[src/rtl/burst_seq_pkg.sv]
package burst_seq_pkg;
  typedef struct packed {
    logic loadEn;
    logic deselEn;
    logic stepEn;
  } seqStrobes_t;
endpackage

[src/rtl/burst_seq_ctrl.sv]
module burst_seq_ctrl
  import burst_seq_pkg::*;
(
  input  logic        clk,
  input  logic        rstN,
  input  logic        stall,
  input  logic        advance,
  input  logic        select,
  output seqStrobes_t strb,
  output logic        active
);
  logic enabled;
  assign enabled = !stall;

  always_comb begin
    strb.loadEn  = enabled && !advance && select;
    strb.deselEn = enabled && !advance && !select;
    strb.stepEn  = enabled && advance && active;
  end

  always_ff @(posedge clk or negedge rstN) begin
    if (!rstN)             active <= 1'b0;
    else if (strb.loadEn)  active <= 1'b1;
    else if (strb.deselEn) active <= 1'b0;
  end
endmodule

[src/rtl/burst_seq_datapath.sv]
module burst_seq_datapath
  import burst_seq_pkg::*;
#(
  parameter int ADDR_W     = 20,
  parameter int BURST_BITS = 2
) (
  input  logic                  clk,
  input  logic                  rstN,
  input  seqStrobes_t           strb,
  input  logic                  active,
  input  logic                  interleave,
  input  logic                  writeReq,
  input  logic [ADDR_W-1:0]     extAddr,
  output logic [ADDR_W-1:0]     arrAddr,
  output logic                  opWrite,
  output logic [BURST_BITS-1:0] beatIdx,
  output logic                  lastBeat
);
  localparam int UPPER_W = ADDR_W - BURST_BITS;
  localparam logic [BURST_BITS-1:0] LAST_BEAT = {BURST_BITS{1'b1}};

  logic [ADDR_W-1:0]     baseAddr;
  logic [BURST_BITS-1:0] beatCnt;
  logic [BURST_BITS-1:0] linLow;
  logic [BURST_BITS-1:0] intLow;
  logic [BURST_BITS-1:0] lowBits;

  always_ff @(posedge clk or negedge rstN) begin
    if (!rstN) begin
      baseAddr <= '0;
      beatCnt  <= '0;
      opWrite  <= 1'b0;
    end else if (strb.loadEn) begin
      baseAddr <= extAddr;
      beatCnt  <= '0;
      opWrite  <= writeReq;
    end else if (strb.stepEn) begin
      beatCnt  <= beatCnt + 1'b1;
    end
  end

  assign linLow = baseAddr[BURST_BITS-1:0] + beatCnt;

  for (genvar b = 0; b < BURST_BITS; b++) begin : g_xor
    assign intLow[b] = baseAddr[b] ^ beatCnt[b];
  end

  assign lowBits  = interleave ? intLow : linLow;
  assign arrAddr  = {baseAddr[ADDR_W-1 -: UPPER_W], lowBits};
  assign beatIdx  = beatCnt;
  assign lastBeat = active && (beatCnt == LAST_BEAT);
endmodule

[src/rtl/burst_addr_seq.sv]
module burst_addr_seq
  import burst_seq_pkg::*;
#(
  parameter int ADDR_W     = 20,
  parameter int BURST_BITS = 2
) (
  input  logic                  clk,
  input  logic                  rstN,
  input  logic                  stall,
  input  logic                  advance,
  input  logic                  interleave,
  input  logic                  select,
  input  logic                  writeReq,
  input  logic [ADDR_W-1:0]     extAddr,
  output logic [ADDR_W-1:0]     arrAddr,
  output logic                  opWrite,
  output logic                  active,
  output logic [BURST_BITS-1:0] beatIdx,
  output logic                  lastBeat
);
  seqStrobes_t strb;

  burst_seq_ctrl u_ctrl (
    .clk     (clk),
    .rstN    (rstN),
    .stall   (stall),
    .advance (advance),
    .select  (select),
    .strb    (strb),
    .active  (active)
  );

  burst_seq_datapath #(
    .ADDR_W     (ADDR_W),
    .BURST_BITS (BURST_BITS)
  ) u_dp (
    .clk        (clk),
    .rstN       (rstN),
    .strb       (strb),
    .active     (active),
    .interleave (interleave),
    .writeReq   (writeReq),
    .extAddr    (extAddr),
    .arrAddr    (arrAddr),
    .opWrite    (opWrite),
    .beatIdx    (beatIdx),
    .lastBeat   (lastBeat)
  );
endmodule

[config.mk]
export PLATFORM = sky130hd
export DESIGN_NAME = burst_addr_seq
export DESIGN_NICKNAME = d
export VERILOG_FILES = /design/src/rtl/burst_seq_pkg.sv /design/src/rtl/burst_seq_ctrl.sv /design/src/rtl/burst_seq_datapath.sv /design/src/rtl/burst_addr_seq.sv
export SDC_FILE = /design/constraint.sdc
export NUM_CORES = 1
export LEC_CHECK = 0
export ABC_CLOCK_PERIOD_IN_PS = 2200
export BUFFER_PORTS_ARGS = -buffer_cell sky130_fd_sc_hd__buf_2
export CAP_MARGIN = 20
export CORE_AREA = 2 2 47 81
export DETAILED_ROUTE_END_ITERATION = 10
export DIE_AREA = 0 0 49 83
export PLACE_DENSITY = 0.63
export SYNTH_ARGS = -nofsm -noshare
export SYNTH_HDL_FRONTEND = slang
export SYNTH_SLANG_ARGS = --single-unit
[constraint.sdc]
create_clock -name clk -period 2.2 [get_ports clk]
set_input_delay 0.22 -clock clk [delete_from_list [all_inputs] [get_ports clk]]
set_output_delay 0.22 -clock clk [all_outputs]
set_load 0.05 [all_outputs]
==> impl_metrics.ini, run 1 <==
[status]
outcome = finished, final reports clean

[yosys]
synth.avg_cell_area_um2 = 13.98
synthSimpleGateAreaFrac = 0.06550
yosysWarningCount = 0
synth_edf_count = 0
synth_area_leaders = dfrtp_1, mux2_2, buf_4
syn_area_um2 = 1146
synth_nets = 111
synth.largest_area_cell = dfrtp_1
yosysUniqueCellTypes = 18
synthAdderAreaFrac = 0.02183
synthCells = 82
ys_seq_elements = 24
synth_top_family_by_area = multiplexers
muxShareOfSynthArea = 0.2063
synthTopCellsByCount = dfrtp_1, mux2_2, buf_4
synth_compound_area_frac = 0.02620
synthArstFlopShare = 1.000
yosysMostFrequentCell = dfrtp_1
ys_seq_area_frac = 0.5240
ys.flop_type = dfrtp_1
synth.top_cell.area_share = 0.5240
synth_xor_area_frac = 0.01528

[clock_tree]
clkSlewWorstSetupHoldPaths_ns = 0.08
cts_setup_buffers = 0
worstSkewPairLatency_ns = 0.25
cts_max_path_buffers = 2
ctsHtreeMaxLevel = 1
clock_sinks = 24
cts-root-buf = clkbuf_8
tritoncts = done
cts_buffers = 3

[detailed_routing]
num_vias = 710
wirelength_mm = 2.009
ant_nets = 0
dr.pass1.iters = 3
drt_iter0_drc = 6
drcViolationCount = 0
vias_per_cell = 4.356
routedWlPerCell_um = 12.33

[cells_and_area]
drive_above_1_share = 0.6525
stdcell_area_um2 = 1369
n_antenna_cell = 0
fin_util = 0.4028
fin_nets = 148
synthToLayoutAreaGrowth_pct = 19.43

[floorplanning]
die_h_um = 83
dieArea_um2 = 4067
core_area_um2 = 3398
die_w_um = 49
io_pins = 52
rows = 28
initial_utilization = 0.3373

[timing]
tns_ns = 0
maxSlewHeadroom = 0.6527
fin_crit_ns = 1.653
worst-slew-pin-transition_ns = 0.5209
hold_viol_final = 0
finalSetupViolations = 0
period_share = 0.7513
fmax_mhz = 605.0
skew_ns = 0.00002046
slew_violations = 0
rsz0062_at_grt = false

[placed_design]
gp_congestion = 0.6200
placed_area_um2 = 1304
portBuffers = 51
dpl.hpwl_mm = 1.592

[setup_path]
crit_arrival_ns = 1.43
cp_max_fo = 6
critical_path_required_ns = 1.98
startpoint_type = flip-flop
endpoint_kind = output pin
path_class = reg -> out

[global_route]
first_global_vias = 807
grt_antenna_before_repair = 0
grt_max_degree = 25
overflow = 0
grt_usage = 0.1095
grt_pass1_wl_mm = 3.498

[min_path]
hold_path.class = in -> reg

[flow_run]
cap_violations = 0

[power_and_ir_drop]
ir_worst_vdd_uv = 768.2
leakagePower_nw = 0.6888
powerDensity_nw_per_um2 = 1162
cell type report:
| class | instances | area (um^2) |
|---|---|---|
| clock buffer | 4 | 55.05 |
| multi-input combinational | 37 | 384.1 |
| sequential | 24 | 600.6 |
| timing repair buffer | 53 | 272.8 |
| tap | 45 | 56.30 |
| fill | 342 | 2029 |
state kept, by name, indices dropped and copies added, names as in the netlist:
register       flops
u_dp.beatIdx       2
u_dp.opWrite       1
u_ctrl.active      1
u_dp.baseAddr     20
cells in the final DEF (no fill, tap or decap), types with 2 or more instances in the layout:
cell / Yosys / routed
dfrtp_1: 24 / 24
a211o_1: 2 / 2
mux2_2: 20 / 20
xnor2_1: 2 / 2
and3b_1: 2 / 2
clkbuf_8: 0 / 4
ha_1: 2 / 2
buf_2: 0 / 51
power breakdown:
part | switching (W) | leakage, nW | internal, W | total (W)
logic | 0.000511 | 0.374 | 0.000197 | 0.000708
clock network | 0.000132 | 0.0288 | 0.000159 | 0.000292
registers | 0.0000592 | 0.286 | 0.000532 | 0.000591
total | 0.000703 | 0.689 | 0.000888 | 0.00159
metrics by stage:
stage | instances | power [W] | setup WS (ns) | hold slack (ns)
floorplan | 82 | 0.001236 | 0.1633 | -0.07559
global placement | 158 | 0.001295 | 0.8582 | 0.2203
detailed placement | 158 | 0.001318 | 0.8147 | 0.2377
CTS | 163 | 0.001615 | 0.5320 | 0.1704
global route | 163 | 0.001669 | 0.4575 | 0.1757
finish | 163 | 0.001591 | 0.5470 | 0.1779
what timing repair did:
action                                 4_1_cts  5_1_grt
gates resized for setup                      0        0
endpoints found under the hold margin       24        0
hold buffers                                 1        0
cells by family after synthesis:
family	count (synthesis)
buffers and inverters	21
adder cells (fa/ha/maj)	2
multiplexers	21
XOR/XNOR	2
AO/OA/AOI/OAI	4
flip-flops	24
AND/OR/NAND/NOR	8
worst max-delay path, stage by stage (launching register included):
cell and delay (ns):
dfrtp_1 0.44, ha_1 0.21, nor2b_1 0.13, xnor2_1 0.12
buf_2 0.28
metal layers:
layer / global-route usage / up-vias / wire [um]
li1: - / 337 / -
met2: 0.2179 / 26 / 1205
met4: 0.05455 / 0 / 19
met3: 0.01619 / 2 / 93
met1: 0.1022 / 345 / 691
met5: 0 / - / 0
path summary, 6_finish.rpt:
path	start	end	slack, ns	depth (start not counted)
max in group asynchronous	rstN	u_dp.baseAddr[16]$_DFFE_PN0P_	1.38	2
min in group asynchronous	rstN	u_dp.baseAddr[5]$_DFFE_PN0P_	0.47	2
max reg2reg	u_dp.beatIdx[0]$_DFFE_PN0P_	u_dp.beatIdx[1]$_DFFE_PN0P_	0.93	3
min reg2reg	u_dp.baseAddr[6]$_DFFE_PN0P_	u_dp.baseAddr[6]$_DFFE_PN0P_	0.49	1
min	extAddr[6]	u_dp.baseAddr[6]$_DFFE_PN0P_	0.18	2
max	u_dp.beatIdx[0]$_DFFE_PN0P_	arrAddr[1]	0.55	4
Note: power is estimated with default switching activity, not from simulation.
==> run 2, diff against run 1 <==
--- a/config.mk
+++ b/config.mk
@@ -5,7 +5,7 @@
 export SDC_FILE = /design/constraint.sdc
 export NUM_CORES = 1
 export LEC_CHECK = 0
-export ABC_CLOCK_PERIOD_IN_PS = 2200
+export ABC_CLOCK_PERIOD_IN_PS = 1600
 export BUFFER_PORTS_ARGS = -buffer_cell sky130_fd_sc_hd__buf_2
 export CAP_MARGIN = 20
 export CORE_AREA = 2 2 47 81
==> constraint.sdc (replaced) <==
create_clock -name clk -period 1.6 [get_ports clk]
set_input_delay 0.16 -clock clk [delete_from_list [all_inputs] [get_ports clk]]
set_output_delay 0.16 -clock clk [all_outputs]
set_load 0.05 [all_outputs]
==> run 2 against run 1 <==
Net effect:
- non-clock buffer count rose by 1
- worst hold slack got worse by 0.062 ns
- cell count grew 0.61%
- critical path type unchanged
- critical endpoint unchanged
==> impl_metrics.ini, run 2 (synthesis results as in run 1) <==
[status]
outcome = finished, final reports clean

[global_route]
grt_pass1_wl_mm = 3.180
grt_antenna_before_repair = 0
overflow = 0
first_global_vias = 722
grt_max_degree = 25
grt_usage = 0.1010

[cells_and_area]
fin_nets = 149
regMostFlops = u_dp.baseAddr
final_cell_mix = buf_2, dfrtp_1, mux2_2, clkbuf_8
largest_reg_flops = 20
drive_above_1_share = 0.6807
final_common_cell = buf_2
synthToLayoutAreaGrowth_pct = 23.91
n_antenna_cell = 0
n_fill_cell = 343

[floorplanning]
die_w_um = 49
die_h_um = 83
core_area_um2 = 3398
io_pins = 52
rows = 28
initial_utilization = 0.3373
dieArea_um2 = 4067

[clock_tree]
ctsHtreeMaxLevel = 1
clock_sinks = 24
cts-root-buf = clkbuf_8
tritoncts = done
clkSlewWorstSetupHoldPaths_ns = 0.08
cts_max_path_buffers = 2
cts_buffers = 3
worstSkewPairLatency_ns = 0.26

[timing]
maxSlewHeadroom = 0.6508
worst-slew-pin-transition_ns = 0.5238
setup_ws_ns = 0.06722
finalSetupViolations = 0
hold_viol_final = 0
fin_crit_ns = 1.533
fmax_mhz = 652.4
timing.hold.ws_ns = 0.1163
tns_ns = 0
slew_violations = 0
period_share = 0.9580
rsz0062_at_grt = false
skew_ns = 0.001892

[setup_path]
path_class = reg -> out
startpoint_type = flip-flop
crit_arrival_ns = 1.37
cp_max_fo = 5
cp_cell_sequence = xnor2_2 > xnor2_4 > buf_4
critical_path_required_ns = 1.44
endpoint_kind = output pin
cpMaxStageDelayCell = dfrtp_1
crit_path_max_incr_delay_ns = 0.45

[power_and_ir_drop]
total_power_w = 0.002280
ir_worst_vdd_uv = 1031
leakagePower_nw = 0.7093
powerDensity_nw_per_um2 = 1606

[detailed_routing]
drt_iter0_drc = 6
drcViolationCount = 0
num_vias = 715
vias_per_cell = 4.360
ant_nets = 0
routedWlPerCell_um = 11.99
dr.pass1.iters = 4
wirelength_mm = 1.967

[placed_design]
gp_congestion = 0.6236
dpl.hpwl_mm = 1.585
pre_cts_slack_ns = 0.1172
portBuffers = 51

[min_path]
hold_path.class = in -> reg

[flow_run]
cap_violations = 0
## run 2: path summary, 6_finish.rpt
check	from	to	slack, ns	depth (start not counted)
setup / recovery	u_dp.beatIdx[1]$_DFFE_PN0P_	arrAddr[1]	0.07	3
hold / removal	extAddr[6]	u_dp.baseAddr[6]$_DFFE_PN0P_	0.12	2
setup reg to reg	u_dp.beatIdx[0]$_DFFE_PN0P_	u_dp.beatIdx[1]$_DFFE_PN0P_	0.26	4
hold reg to reg	u_dp.baseAddr[6]$_DFFE_PN0P_	u_dp.baseAddr[6]$_DFFE_PN0P_	0.49	1
max in group asynchronous	rstN	u_dp.baseAddr[5]$_DFFE_PN0P_	0.84	2
min in group asynchronous	rstN	u_dp.baseAddr[4]$_DFFE_PN0P_	0.41	2
## run 2: worst max-delay path: cells and delay by family, from the launching register on
family                 cells  cell delay (ns)
buffers and inverters      1             0.21
XOR/XNOR                   2             0.45
flip-flops                 1             0.45
## run 2: layout make-up
cell class              instances  area, um^2  share of cell area
flip-flops and latches         24       600.6              0.4229
well taps                      45       56.30             0.03965
multi-input cells              37       412.9              0.2907
clock buffers                   4       55.05             0.03877
repair buffers                 54       295.3              0.2079
## run 2: per-stage QoR
step / util / cells / cell area, um^2
final: 0.4179 / 164 / 1420
after global routing: 0.4179 / 164 / 1420
after global placement: 0.3929 / 158 / 1335
after detailed placement: 0.3929 / 158 / 1335
after floorplan: - / 82 / 1165
after CTS: 0.4179 / 164 / 1420
## run 2: repair_timing
item                       CTS  global route
resized for setup            3             0
buffers inserted             1             0
hold endpoints to repair    24             0
hold buffers                 1             0
setup endpoints to repair    1             0
## run 2: report_power, final
group	total (W)	internal (W)	leakage, nW	switching (W)
Sequential	0.000809	0.000731	0.286	0.0000778
Clock	0.000392	0.000219	0.0288	0.000173
Combinational	0.00108	0.000341	0.394	0.000738
Total	0.00228	0.00129	0.709	0.000989
## run 2: routing by layer
| layer | global-route usage | share of wire | vias to the layer above | wire length [um] |
|---|---|---|---|---|
| met4 | 0.06234 | 0.013 | 0 | 25 |
| met2 | 0.2017 | 0.61 | 22 | 1209 |
| met5 | 0 | 0 | - | 0 |
| met3 | 0.01799 | 0.052 | 2 | 103 |
| li1 | - | - | 339 | - |
| met1 | 0.08635 | 0.32 | 352 | 628 |
